==> src/rtl/seq_pkg.sv <==
package seq_pkg;

    localparam int INSN_W = 8;
    localparam int IMM_W  = 3;
    localparam logic [1:0] ADDR_NONE = 2'b11;

    // Field order matters: J is bit 7 down to the low immediate bits.
    typedef struct packed {
        logic       j;
        logic       c;
        logic [1:0] addr;
        logic       sreg;
        logic       s;
        logic [1:0] imm_lo;
    } insn_t;

endpackage

==> src/rtl/seq_rom.sv <==
module seq_rom #(
    parameter int PC_W  = 3,
    parameter int WORD_W = 8,
    parameter logic [WORD_W*(2**PC_W)-1:0] IMAGE = '0
) (
    input  logic [PC_W-1:0]   addr_i,
    output logic [WORD_W-1:0] data_o
);
    localparam int DEPTH = 2 ** PC_W;

    logic [WORD_W-1:0] words [DEPTH];

    for (genvar gi = 0; gi < DEPTH; gi++) begin : g_word
        assign words[gi] = IMAGE[gi*WORD_W +: WORD_W];
    end

    assign data_o = words[addr_i];
endmodule

==> src/rtl/seq_decode.sv <==
module seq_decode
    import seq_pkg::*;
(
    input  logic [INSN_W-1:0] raw_i,
    input  logic              carry_i,
    output logic [1:0]        reg_addr_o,
    output logic              load_sel_o,
    output logic              alu_sel_o,
    output logic [3:0]        custom_o,
    output logic [IMM_W-1:0]  target_o,
    output logic              is_uncond_o,
    output logic              is_cond_o,
    output logic              take_jump_o
);
    insn_t insn;

    always_comb begin
        insn        = insn_t'(raw_i);
        reg_addr_o  = insn.addr;
        load_sel_o  = insn.sreg;
        alu_sel_o   = insn.s;
        target_o    = {insn.s, insn.imm_lo};
        custom_o    = {1'b0, insn.s, insn.imm_lo};
        is_uncond_o = (insn.addr == ADDR_NONE) && insn.j;
        is_cond_o   = (insn.addr == ADDR_NONE) && !insn.j && insn.c;
        take_jump_o = is_uncond_o || (is_cond_o && carry_i);
    end
endmodule

==> src/rtl/seq_pc.sv <==
module seq_pc #(
    parameter int PC_W = 3
) (
    input  logic            clk,
    input  logic            rst,
    input  logic            take_jump_i,
    input  logic [PC_W-1:0] target_i,
    output logic [PC_W-1:0] pc_o
);
    typedef struct packed {
        logic [PC_W-1:0] pc;
    } pc_state_t;

    pc_state_t st_d, st_q;

    always_comb begin
        st_d = st_q;
        if (rst) begin
            st_d.pc = '0;
        end else if (take_jump_i) begin
            st_d.pc = target_i;
        end else begin
            st_d.pc = st_q.pc + PC_W'(1);
        end
    end

    always_ff @(posedge clk) begin
        st_q <= st_d;
    end

    assign pc_o = st_q.pc;

    // reset drives the counter to zero
    a_r1_reset_zero: assert property (@(posedge clk) rst |=> pc_o == '0);

    // without a jump the counter steps by one
    a_r4_step: assert property (@(posedge clk) disable iff (rst)
        !take_jump_i |=> pc_o == $past(pc_o) + PC_W'(1));

    // a taken jump lands on the offered target
    a_r5_jump_target: assert property (@(posedge clk) disable iff (rst)
        take_jump_i |=> pc_o == $past(target_i));
endmodule

==> src/rtl/insn_sequencer.sv <==
module insn_sequencer
    import seq_pkg::*;
#(
    parameter int PC_W = 3,
    parameter logic [INSN_W*(2**PC_W)-1:0] PROG =
        {8'hF1, 8'h14, 8'hB2, 8'h20, 8'h76, 8'h00, 8'h1B, 8'h0A}
) (
    input  logic            clk,
    input  logic            rst,
    input  logic            carry_i,
    output logic [1:0]      reg_addr_o,
    output logic            load_sel_o,
    output logic            alu_sel_o,
    output logic [3:0]      custom_o,
    output logic [PC_W-1:0] pc_o
);
    logic [INSN_W-1:0] word;
    logic [IMM_W-1:0]  target;
    logic              is_uncond, is_cond, take_jump;

    seq_rom #(.PC_W(PC_W), .WORD_W(INSN_W), .IMAGE(PROG)) u_rom (
        .addr_i (pc_o),
        .data_o (word)
    );

    seq_decode u_dec (
        .raw_i       (word),
        .carry_i     (carry_i),
        .reg_addr_o  (reg_addr_o),
        .load_sel_o  (load_sel_o),
        .alu_sel_o   (alu_sel_o),
        .custom_o    (custom_o),
        .target_o    (target),
        .is_uncond_o (is_uncond),
        .is_cond_o   (is_cond),
        .take_jump_o (take_jump)
    );

    seq_pc #(.PC_W(PC_W)) u_pc (
        .clk         (clk),
        .rst         (rst),
        .take_jump_i (take_jump),
        .target_i    (PC_W'(target)),
        .pc_o        (pc_o)
    );

    // a word cannot be both jump kinds
    a_r2_kind_onehot: assert property (@(posedge clk) disable iff (rst)
        $onehot0({is_cond, is_uncond}));

    // unconditional jump reaches the constant shown on the port
    a_r5_uncond_port: assert property (@(posedge clk) disable iff (rst)
        is_uncond |=> pc_o == PC_W'($past(custom_o[IMM_W-1:0])));

    // conditional jump with clear carry falls through
    a_r6_no_carry_step: assert property (@(posedge clk) disable iff (rst)
        (is_cond && !carry_i) |=> pc_o == $past(pc_o) + PC_W'(1));

    // register-writing words never redirect the counter
    a_r8_write_no_jump: assert property (@(posedge clk) disable iff (rst)
        (reg_addr_o != ADDR_NONE) |=> pc_o == $past(pc_o) + PC_W'(1));
endmodule

==> config.mk <==
export PLATFORM = sky130hd
export DESIGN_NAME = insn_sequencer
export DESIGN_NICKNAME = d
export VERILOG_FILES = /design/src/rtl/seq_pkg.sv /design/src/rtl/seq_rom.sv /design/src/rtl/seq_decode.sv /design/src/rtl/seq_pc.sv /design/src/rtl/insn_sequencer.sv
export SDC_FILE = /design/constraint.sdc
export NUM_CORES = 1
export LEC_CHECK = 0
export BUFFER_PORTS_ARGS = -buffer_cell sky130_fd_sc_hd__buf_2
export CORE_MARGIN = 2
export CORE_UTILIZATION = 25
export CTS_CLUSTER_DIAMETER = 60
export CTS_CLUSTER_SIZE = 40
export DETAILED_ROUTE_END_ITERATION = 10
export PLACE_DENSITY = 0.57
export SLEW_MARGIN = 40
export SYNTH_ARGS = -nofsm -noshare
export SYNTH_HDL_FRONTEND = slang
export SYNTH_SLANG_ARGS = --single-unit
==> constraint.sdc <==
create_clock -name clk -period 2.6 [get_ports clk]
set_input_delay 0.39 -clock clk [delete_from_list [all_inputs] [get_ports clk]]
set_output_delay 0.39 -clock clk [all_outputs]
set_load 0.05 [all_outputs]
[Word-level counts from Yosys, hierarchy flattened]
Memories as Yosys holds them, arrays and structs flattened.
Cells that the tools add are included.
Storage, ports and cells
  bits in registers: 3
  logic and storage cells: 15
  latch bits: 0
  bits of input ports: 3
  memories: 1
  bits in read-only memories: 64
  RAM bits: 0
Cells by class
  order comparisons: 1
  mux-type cells: 3
  multiply operators: 0
  add/sub/neg operators: 1
  reductions and logical operators: 6
  equality and inequality tests: 1
  bitwise operators: 1
  shift-type cells: 0
  divide/modulo/power cells: 0
Memory list
  (no name shown): words 8, width 8, read ports 1, clocked after Yosys merged registers in 0, wr ports 0, RTL line seq_rom.sv:17  | assign data_o = words[addr_i];
Operators by type and width (count)
  two-way mux 8 bit: 2
  greater-or-equal comparator 4 bit (second input constant): 1
  logical AND 1 bit: 4
  inverter 3 -> 4 bit: 1
  adder 3 x 1 -> 3 bit (second input constant): 1
  two-way mux 3 bit: 1
  == test 2 bit (second input constant): 1
  zero test 1 bit: 1
  logical OR 1 bit: 1

[Longest topological paths before layout]
  depth in word-level cells: 10
  gate-level depth with buffers: 6
  depth with buffers taken out: 6

[By module]
From an unflattened synthesis, not the netlist that was laid out.
Second synthesis, totals
  cell total of the unflattened synthesis: 41
  area total of the unflattened synthesis: 334.1 sq um
By module, submodules not included
  seq_pc: sequential area each 60.1 sq um, area each 136.4 sq um, instances 1, cells each 12
  seq_decode: sequential area each 0.0 sq um, area each 118.9 sq um, instances 1, cells each 17
  seq_rom: sequential area each 0.0 sq um, area each 78.8 sq um, instances 1, cells each 12

[Least setup slack after synthesis]
Ideal clock, no wire load.
  path type: register to output
  start point: reg u_pc.st_q, in the netlist u_pc.pc_o[0]
  end point: out reg_addr_o[0]
  cell stages (with the launch flop): 3
  path buffers: 0
  data required time: 2.210 ns
  arrival: 2.119 ns
  setup slack: 0.091 ns
  cell sequence: dfxtp_1 -> inv_1 -> o21ai_0
On the way
  cells in the longest elaborated chain, start to end: 4
RTL lines
  start: declaration: RTL line seq_pc.sv:14  | pc_state_t st_d, st_q;
  start signal: assignment: RTL line seq_pc.sv:28  | st_q <= st_d;
  inverter 3 -> 4 bit (not written as such): RTL line seq_rom.sv:17
  memory read (8 x 8 bit)
  two-way mux 8 bit (not written as such) (2 in series): RTL line seq_rom.sv:17
  end: declaration: RTL line insn_sequencer.sv:11  | output logic [1:0] reg_addr_o,
No other way between the ends. The select of a mux whose other input is x is not followed.

[Worst setup path in the final report]
Same ends and word-level chain as after synthesis.

==> results.ini <==
[clock_network]
holdBufCountCts=0
cts_resized=0
tritoncts=done
clock_path_buffers=2
clkTransAtPathRegs_ns=0.04
clock_latency_ns=0.23
cts_root_buf=clkbuf_4
cts.htree.levels=1
clock-sinks=3
cts_buffers=3
post_cts_buffers=0

[cells_and_area]
n_antenna_cell=0
final_nets=62
fillers=149
largest_reg_flops=3
area_delta_synth_final_pct=24.2
drive_gt1_share_pct=40.4

[power]
power_frac_seq_pct=22.8
leakage_nw=0.212
clkPwrFrac_pct=27.9
internal_power_mw=0.146
p_comb_share_pct=49.4
ir_drop_mv=0.353
power.density_mw_per_mm2=657
switching_share_pct=49.2
p_switching_mw=0.141

[setup_path]
worstPathArrival_ns=1.70
worstSetupPathType=flop to primary output
end_kind=primary output
cp_max_fo=8
slowest_stage=dfxtp_1
slowest_delay_ns=0.45
startpoint_type=flop
path_cells=inv_1, ha_1, nand2b_1, o21ai_0, buf_2
path_buf_inv=2
critical_path_required_ns=2.21
critical_path.top_delay_family=buffers and inverters

[global_route]
grt_pass1_vias=311
grt_max_degree=15
gr-total-overflow=0
grt_pass1_wl_um=1240
antenna_found_initial=0
grt_usage_pct=9.40

[synthesis]
synth_area_leaders=ha_1 (21%), dfxtp_1 (17%), mux2_1 (6.4%)
avgSynthCellArea_um2=9.02
syn_inst=39
synthesis.nets=48
synth-seq-cells=3
synth_top_cell_area_share_pct=21.4
synth_area_um2=352
yosysTopAreaCell=ha_1
yosysSeqAreaShare_pct=17.1
yosysWarnings=0
ys_types=23

[placement]
pre_cts_slack_ns=0.727
dp_hpwl_um=527
gp_congestion=0.777
port_buffers=12

[sta]
finalClockSkew_ns=0.00470
fmax_ghz=0.478
post-route-period-util_pct=80.5
fin_ws_ns=0.506
drv_slew=0
hold_violations=0
setup-violations-final=0
rsz0062_at_grt=no
tns_ns=0
min_period_ns=2.09

[flow_run]
cap_violations=0

[route]
first_iter_violations=0
vias=299
antenna_left=0
firstDrtPassIters=1
avgViaCountPerCell=4.46
wire_per_inst_um=9.91
wirelength_um=664
drc=0

[floorplanning]
io_pins=14
placeableCoreArea_mm2=0.00130
dieHeight_um=41.5
die_x_um=41.5
start_util_pct=27.0
placementRows=13
dieArea_mm2=0.00172

[hold_path]
min_path_type=input port to flop

[run_status]
status=complete, no violations

-- per-layer routing --
layer / part of all wire (%) / track usage [%] / vias up
li1: - / - / 158
met1: 48 / 10.7 / 130
met2: 44 / 13.8 / 11
met3: 7.8 / 7.39 / 0
met4: 0 / 1.94 / 0
met5: 0 / 0 / -
-- power groups by stage --
stage | sequential (mW) | combinational (mW) | clock [mW]
after detailed placement | 0.0663 | 0.143 | 0
after global routing | 0.0682 | 0.151 | 0.0932
final | 0.0653 | 0.142 | 0.0799
after floorplan | 0.0787 | 0.105 | 0
after global placement | 0.0668 | 0.142 | 0
after CTS | 0.0659 | 0.144 | 0.0835
-- path summary, 6_finish.rpt --
kind / startpoint / endpoint / slack, ns / cells past startpoint
max reg2reg: u_pc.pc_o[0]$_SDFF_PP0_ / u_pc.pc_o[1]$_SDFF_PP0_ / 0.79 / 6
max: u_pc.pc_o[0]$_SDFF_PP0_ / reg_addr_o[0] / 0.51 / 5
min reg2reg: u_pc.pc_o[0]$_SDFF_PP0_ / u_pc.pc_o[0]$_SDFF_PP0_ / 0.69 / 2
min: rst / u_pc.pc_o[2]$_SDFF_PP0_ / 0.36 / 2
-- layout make-up --
cell class                 count  area, µm²  area share [%]
tap                           15       18.8            4.30
sequential                     3       60.1            13.8
timing repair buffer          12       60.1            13.8
inverter                       3       11.3            2.58
multi-input combinational     30        260            59.6
clock buffer                   4       26.3            6.02
-- logic make-up (layout without fill, tap and decap cells) --
logic type               after synthesis  after routing  synth area share, %
adder cells (fa/ha/maj)                6              6                 21.4
AND/OR/NAND/NOR                       12             12                 21.0
buffers and inverters                  6             19                 8.89
multiplexers                           3              3                 9.61
other                                  1              1                 1.07
AO/OA/AOI/OAI                          8              8                 21.0
flip-flops                             3              3                 17.1
-- per-stage QoR --
stage	total power, mW	area [µm²]	instances	util, %	hold WS (ns)
6_report	0.287	437	67	33.6	0.357
5_1_grt	0.312	437	67	33.6	0.349
4_1_cts	0.293	437	67	33.6	0.354
3_5_place_dp	0.209	410	63	31.5	0.599
3_3_place_gp	0.209	410	63	31.5	0.604
2_1_floorplan	0.183	352	39	-	0.458
-- cells in the final DEF (no fill, tap or decap), drive strengths merged, types with 2 or more instances in the layout --
| master | n |
|---|---|
| buf | 12 |
| mux2 | 3 |
| o21ai | 3 |
| inv | 3 |
| or3 | 3 |
| nand2 | 2 |
| ha | 6 |
| clkbuf | 4 |
| dfxtp | 3 |
| nor2 | 4 |
-- synthesized netlist by cell type (all sizes together) --
cell type,count
a21oi,1
a311oi,1
a31oi,1
buf,3
conb,1
dfxtp,3
ha,6
inv,3
mux2,3
nand2,2
nand2b,1
nand3b,1
nor2,4
o211a,1
o21a,1
o21ai,3
or3,3
or3b,1
No activity file was read; power rests on OpenSTA's default activity.
